[src/rtl/dma_fly_pkg.sv]
package dma_fly_pkg;
  typedef enum logic [2:0] {
    ST_IDLE  = 3'd0,
    ST_HOLD  = 3'd1,
    ST_SETUP = 3'd2,
    ST_STB   = 3'd3,
    ST_RECOV = 3'd4,
    ST_STOP  = 3'd5
  } dma_state_e;
endpackage

[src/rtl/dma_req_gate.sv]
module dma_req_gate (
  input  logic req_in,
  input  logic mask_in,
  input  logic hold_ack_in,
  output logic start_ok
);
  // A new request is taken only when unmasked and the previous grant is gone
  always_comb begin
    start_ok = req_in & ~mask_in & ~hold_ack_in;
  end
endmodule

[src/rtl/dma_seq_fsm.sv]
module dma_seq_fsm #(
  parameter int STB_CYC = 2
) (
  input  logic clk,
  input  logic rst_n,
  input  logic start_ok,
  input  logic hold_ack_in,
  input  logic ld_en,
  input  logic cnt_zero,
  output logic hrq,
  output logic own_bus,
  output logic strobe_act,
  output logic commit,
  output logic load_ok
);
  import dma_fly_pkg::*;

  localparam int SCW = (STB_CYC > 1) ? $clog2(STB_CYC) : 1;
  localparam logic [SCW-1:0] STB_LAST = SCW'(STB_CYC - 1);

  dma_state_e state_q, state_d;
  logic [SCW-1:0] stb_q, stb_d;
  logic stb_en;

  // Next-state logic
  always_comb begin
    state_d = state_q;
    commit  = 1'b0;
    case (state_q)
      ST_IDLE: begin
        if (start_ok) state_d = ST_HOLD;
      end
      ST_HOLD: begin
        if (hold_ack_in) state_d = ST_SETUP;
      end
      ST_SETUP: begin
        if (!hold_ack_in) state_d = ST_IDLE;
        else              state_d = ST_STB;
      end
      ST_STB: begin
        if (!hold_ack_in)          state_d = ST_IDLE;
        else if (stb_q == STB_LAST) state_d = ST_RECOV;
      end
      ST_RECOV: begin
        if (!hold_ack_in) begin
          state_d = ST_IDLE;
        end else begin
          commit  = 1'b1;
          state_d = cnt_zero ? ST_STOP : ST_IDLE;
        end
      end
      ST_STOP: begin
        if (ld_en) state_d = ST_IDLE;
      end
      default: state_d = ST_IDLE;
    endcase
  end

  // Strobe width counter
  always_comb begin
    stb_en = 1'b0;
    stb_d  = stb_q;
    if (state_q == ST_SETUP) begin
      stb_en = 1'b1;
      stb_d  = '0;
    end else if (state_q == ST_STB) begin
      stb_en = 1'b1;
      stb_d  = stb_q + SCW'(1);
    end
  end

  always_ff @(posedge clk or negedge rst_n) begin
    if (!rst_n) begin
      state_q <= ST_IDLE;
    end else begin
      state_q <= state_d;
    end
  end

  always_ff @(posedge clk or negedge rst_n) begin
    if (!rst_n) begin
      stb_q <= '0;
    end else if (stb_en) begin
      stb_q <= stb_d;
    end
  end

  // Moore outputs
  always_comb begin
    hrq        = (state_q == ST_HOLD) || (state_q == ST_SETUP) ||
                 (state_q == ST_STB)  || (state_q == ST_RECOV);
    own_bus    = (state_q == ST_SETUP) || (state_q == ST_STB) ||
                 (state_q == ST_RECOV);
    strobe_act = (state_q == ST_STB);
    load_ok    = (state_q == ST_IDLE) || (state_q == ST_STOP);
  end
endmodule

[src/rtl/dma_xfer_regs.sv]
module dma_xfer_regs #(
  parameter int AW = 16,
  parameter int CW = 16
) (
  input  logic          clk,
  input  logic          rst_n,
  input  logic          ld_en,
  input  logic          load_ok,
  input  logic [AW-1:0] ld_addr,
  input  logic [CW-1:0] ld_cnt,
  input  logic          commit,
  output logic [AW-1:0] addr_q,
  output logic          cnt_zero,
  output logic          tc_q
);
  logic [CW-1:0] cnt_q;
  logic [AW-1:0] addr_d;
  logic [CW-1:0] cnt_d;
  logic          tc_d;
  logic          reg_en;

  always_comb begin
    cnt_zero = (cnt_q == '0);
    reg_en   = 1'b0;
    addr_d   = addr_q;
    cnt_d    = cnt_q;
    tc_d     = tc_q;
    if (ld_en && load_ok) begin
      reg_en = 1'b1;
      addr_d = ld_addr;
      cnt_d  = ld_cnt;
      tc_d   = 1'b0;
    end else if (commit) begin
      reg_en = 1'b1;
      addr_d = addr_q + AW'(1);
      cnt_d  = cnt_q - CW'(1);
      tc_d   = cnt_zero;
    end
  end

  always_ff @(posedge clk or negedge rst_n) begin
    if (!rst_n) begin
      addr_q <= '0;
      cnt_q  <= '0;
      tc_q   <= 1'b0;
    end else if (reg_en) begin
      addr_q <= addr_d;
      cnt_q  <= cnt_d;
      tc_q   <= tc_d;
    end
  end
endmodule

[src/rtl/dma_fly_ch.sv]
module dma_fly_ch #(
  parameter int AW      = 16,
  parameter int CW      = 16,
  parameter int STB_CYC = 2
) (
  input  logic          clk,
  input  logic          rst_n,
  input  logic          ld_en,
  input  logic [AW-1:0] ld_addr,
  input  logic [CW-1:0] ld_cnt,
  input  logic          req_in,
  input  logic          mask_in,
  input  logic          hold_ack_in,
  output logic          hold_req_out,
  output logic          ack_out,
  output logic          bus_oe,
  output logic [AW-1:0] addr_out,
  output logic          mem_wr_n,
  output logic          io_rd_n,
  output logic          tc_out
);
  logic start_ok, own_bus, strobe_act, commit, load_ok, cnt_zero, tc_q;
  logic [AW-1:0] addr_q;

  dma_req_gate u_gate (
    .req_in      (req_in),
    .mask_in     (mask_in),
    .hold_ack_in (hold_ack_in),
    .start_ok    (start_ok)
  );

  dma_seq_fsm #(.STB_CYC(STB_CYC)) u_fsm (
    .clk         (clk),
    .rst_n       (rst_n),
    .start_ok    (start_ok),
    .hold_ack_in (hold_ack_in),
    .ld_en       (ld_en),
    .cnt_zero    (cnt_zero),
    .hrq         (hold_req_out),
    .own_bus     (own_bus),
    .strobe_act  (strobe_act),
    .commit      (commit),
    .load_ok     (load_ok)
  );

  dma_xfer_regs #(.AW(AW), .CW(CW)) u_regs (
    .clk      (clk),
    .rst_n    (rst_n),
    .ld_en    (ld_en),
    .load_ok  (load_ok),
    .ld_addr  (ld_addr),
    .ld_cnt   (ld_cnt),
    .commit   (commit),
    .addr_q   (addr_q),
    .cnt_zero (cnt_zero),
    .tc_q     (tc_q)
  );

  // Bus drivers: valid only while the channel owns the bus
  always_comb begin
    bus_oe   = own_bus;
    ack_out  = own_bus;
    addr_out = own_bus ? addr_q : '0;
    mem_wr_n = ~(own_bus & strobe_act);
    io_rd_n  = ~(own_bus & strobe_act);
    tc_out   = tc_q;
  end
endmodule

[config.mk]
export PLATFORM = sky130hd
export DESIGN_NAME = dma_fly_ch
export DESIGN_NICKNAME = d
export VERILOG_FILES = /design/src/rtl/dma_fly_pkg.sv /design/src/rtl/dma_req_gate.sv /design/src/rtl/dma_seq_fsm.sv /design/src/rtl/dma_xfer_regs.sv /design/src/rtl/dma_fly_ch.sv
export SDC_FILE = /design/constraint.sdc
export NUM_CORES = 1
export LEC_CHECK = 0
export BUFFER_PORTS_ARGS = -buffer_cell sky130_fd_sc_hd__buf_2
export CORE_MARGIN = 8
export CORE_UTILIZATION = 53
export DETAILED_ROUTE_END_ITERATION = 10
export PLACE_DENSITY = 0.86
export SYNTH_ARGS = -nofsm -noshare
export SYNTH_HDL_FRONTEND = slang
export SYNTH_HIERARCHICAL = 1
export SYNTH_SLANG_ARGS = --single-unit
[constraint.sdc]
create_clock -name clk -period 2.6 [get_ports clk]
set_input_delay 0.52 -clock clk [delete_from_list [all_inputs] [get_ports clk]]
set_output_delay 0.52 -clock clk [all_outputs]
set_load 0.1 [all_outputs]
==> summary.md <==
| Metric | Value |
|---|---|
| Startpoint class of the critical path | `flop` |
| HPWL after detailed placement | `4150 µm` |
| Fraction of final layout cells sized beyond drive strength 1 | `a little under a third` |
| Series of cell instances along the critical path | `buf_4 > inv_1 > nand2_1 > o21ai_4 > and2_2 > buf_2` |
| Cts repair resizes | `0` |
| WL/cell | `14.9 µm` |
| Largest net degree at the start of global routing | `53` |
| Starting utilization of the core area | `53.9%` |
| CTS tree | `yes` |
| Maximum single-stage delay on the critical path | `around 0.42 ns` |
| Gp weighted congestion | `a little over 0.9` |
| Origin of the critical flop-to-flop path | `u_fsm/state_q[0]` |
| CP startpoint | `u_fsm/state_q[2]` |
| Maximum clock rate | `~0.41 GHz` |
| Wire length of the first global-routing pass | `approximately 8900 µm` |
| FILL cells | `370` |
| Final antenna-violating net count | `0` |
| Number of buffers created by CTS | `5` |
| Share of flip-flops with an asynchronous set or reset | `100%` |
| Site row count | `24` |
| Register-to-Register Setup Slack | `around 0.37 ns` |
| DRC violation count after routing | `0` |
| Num Clock Sinks | `37` |
| Top library cells by usage in the layout, fill and taps aside | `sky130_fd_sc_hd__buf_2 (59), sky130_fd_sc_hd__nand2_1 (41), sky130_fd_sc_hd__dfrtp_1 (37)` |
| Number of cells after detailed placement | `approximately 370` |
| Hold Vio Cnt, Final | `0` |
| Maximum fanout along the worst path | `19` |
| Max Transition Viols Final | `0` |
| Via count | `2106` |
| Worst slew pin tran | `between 0.8 and 0.9 ns` |
| Number of enable-type register cells in the synthesized netlist | `0` |
| Finished layout cell area | `2770 µm²` |
| Number of placed I/O pins | `60` |
| Data required time of the worst path | `2.08 ns` |
| Worst Reg2Reg Path Length in Cells | `5` |
| Highest ir drop seen on vdd | `551 µV` |
| Kind of capture point of the worst setup path | `primary output` |
| Hold buffers post-CTS | `0` |
| Synth Warn # | `6` |
| Proportion of netlist area held by the largest area contributor | `between 30% and 40%` |
| Clock H-tree levels | `2` |
| Max stage delay cell, worst path | `sky130_fd_sc_hd__buf_2` |
| Die width | `a little over 80 µm` |
| Run status | `finished clean` |
| Unique cell type count in the Yosys netlist | `between 40 and 50` |
| Chip height | `just over 80 µm` |
| Via density per instance | `~5.6` |
| Clk_lat worst skew | `a little under 0.3 ns` |
| Setup clock skew after layout | `~0.0078 ns` |
| Most frequently used flop master after synthesis | `sky130_fd_sc_hd__dfrtp_1` |
| Final net count | `between 300 and 400` |
| Average size of a mapped cell | `about 8.7 µm²` |
| Post-CTS Setup Inserts | `0` |
| Largest buffer count on any clock path | `2` |
| Final clock period utilization by the worst path | `between 90% and 100%` |
| MaxCap Viol Count | `0` |
| Leak pwr | `between 0.001 and 0.0015 µW` |
| Critical path class | `flop to primary output` |
| Register area share after synthesis | `40.0%` |
| Final setup viols | `0` |
| Starting DRC count in detailed routing | `between 100 and 150` |
| Power per cell area | `roughly 1300 nW/µm²` |
| Post-synthesis cell count | `roughly 270` |
| Antenna violations before repair | `0` |
| Flip-flop and latch area | `926 µm²` |
| Type of the worst min-delay path | `input port to asynchronous set/reset pin` |
| Area added between synthesis and finish | `19.6%` |
| Most common cell after layout, fill and taps aside | `sky130_fd_sc_hd__buf_2` |
| Global route total overflow | `0` |
| Cell type with the largest total area after synthesis | `sky130_fd_sc_hd__dfrtp_1` |
| Unrepaired setup endpoints after global routing | `false` |
| Flops & latches, synth | `37` |
| Number of global-route vias before repair | `2057` |
| Placement Setup Slack | `0.218 ns` |
| Smallest setup slack after layout | `0.147 ns` |
| Reg-to-reg critical path endpoint | `u_regs/addr_q[14]` |
| Max_slew headroom | `between 40% and 50%` |
| Placed cell area | `between 2000 and 3000 µm²` |
| Count of non-filler cells in the finished layout | `about 380` |
| Area of the die | `6740 µm²` |
| Synth top area cells | `sky130_fd_sc_hd__dfrtp_1 (40%), sky130_fd_sc_hd__nand2_1 (6.8%), sky130_fd_sc_hd__o21ai_0 (6.3%), sky130_fd_sc_hd__xor2_1 (4.9%), sky130_fd_sc_hd__xnor2_1 (4.5%)` |
| Tmin final | `between 2 and 2.5 ns` |
| Overall Global Routing Usage | `16.8%` |
| CTS root buf | `sky130_fd_sc_hd__clkbuf_8` |
| First-pass iteration count of the detailed router | `4` |
| Overall routed net length | `~5600 µm` |
| Count of input and output buffers | `59` |
| Number of antenna repair diodes | `0` |
| Multi-input gate area in the final layout | `1300 µm²` |
| Net count of the mapped netlist | `a little over 300` |
| Syn Std Cell Area | `around 2300 µm²` |
| Clock slew at the register clock pins of the worst setup and hold paths | `0.08 ns` |
| Area of the core | `approximately 4300 µm²` |
| Arrival time worst endpoint | `just under 2 ns` |
[kinds of logic after synthesis]
logic type,Yosys count,synth area share [%]
and+or+nand+nor,133,32.0
AOI/OAI and AO/OA,45,11.3
DFF,37,40.0
xor gates and xnor gates,25,9.45
buffers and inverters,21,4.86
muxes,3,1.35
adders and majority gates,2,1.08
[where the power goes]
group	switching [µW]	leakage (µW)	internal, µW
sequential	343	0.000453	837
combinational	1280	0.000651	510
clock	220	0.0000543	287
[metal layers]
metal | vias to the layer above | track usage, % | routed length (µm)
li1 | 1046 | - | -
met1 | 999 | 20.3 | 2420
met2 | 59 | 28.8 | 2760
met3 | 2 | 3.90 | 362
met4 | 0 | 5.61 | 29
met5 | - | 0 | 0
[area by class of cell]
| type | count | area share [%] |
|---|---|---|
| Clock buffer | 5 | 2.49 |
| Clock inverter | 3 | 1.67 |
| Inverter | 5 | 0.678 |
| Multi-Input combinational cell | 208 | 47.1 |
| Sequential cell | 37 | 33.4 |
| Tap cell | 52 | 2.35 |
| Timing Repair Buffer | 65 | 12.3 |
[synth_stat cells, types with 7 or more instances]
library cell / instances
sky130_fd_sc_hd__nand2_1: 42
sky130_fd_sc_hd__dfrtp_1: 37
sky130_fd_sc_hd__o21ai_0: 29
sky130_fd_sc_hd__nor2_1: 15
sky130_fd_sc_hd__xor2_1: 13
sky130_fd_sc_hd__and2_2: 12
sky130_fd_sc_hd__xnor2_1: 12
sky130_fd_sc_hd__nand4_1: 10
sky130_fd_sc_hd__clkbuf_1: 8
sky130_fd_sc_hd__nand3_1: 8
sky130_fd_sc_hd__nor4_1: 8
sky130_fd_sc_hd__a31oi_1: 7
[critical path: cells and delay by family, from the launching register on]
| kind | cells | cell delay, ns |
|---|---|---|
| and+or+nand+nor | 2 | 0.34 |
| AOI/OAI and AO/OA | 1 | 0.18 |
| DFF | 1 | 0.41 |
| buffers and inverters | 3 | 0.70 |
[worst max path at each step]
stage / cells after the start / slack [ns] / to
floorplan: 5 / -0.0004 / mem_wr_n
global placement: 6 / 0.27 / u_regs/addr_q[12]
detailed placement: 6 / 0.22 / u_regs/addr_q[14]
CTS: 6 / 0.15 / addr_out[0]
global route: 6 / 0.07 / addr_out[0]
finish: 6 / 0.15 / addr_out[0]
[state kept, by name (all words and copies together), names as in the netlist]
signal / flops
u_fsm/stb_q: 1
u_fsm/state_q: 3
u_regs/addr_q: 16
u_regs/cnt_q: 16
u_regs/tc_q: 1
[through the flow]
| stage | hold slack [ns] | utilization [%] | setup TNS, ns | total power (µW) |
|---|---|---|---|---|
| floorplan | 0.224 | - | -0.000408 | 2630 |
| global placement | 0.519 | 61.8 | 0 | 2910 |
| detailed placement | 0.553 | 61.8 | 0 | 2970 |
| CTS | 0.344 | 64.5 | 0 | 3490 |
| global route | 0.380 | 64.5 | 0 | 3690 |
| finish | 0.314 | 64.5 | 0 | 3480 |
Note: power is estimated with default switching activity, not from simulation.
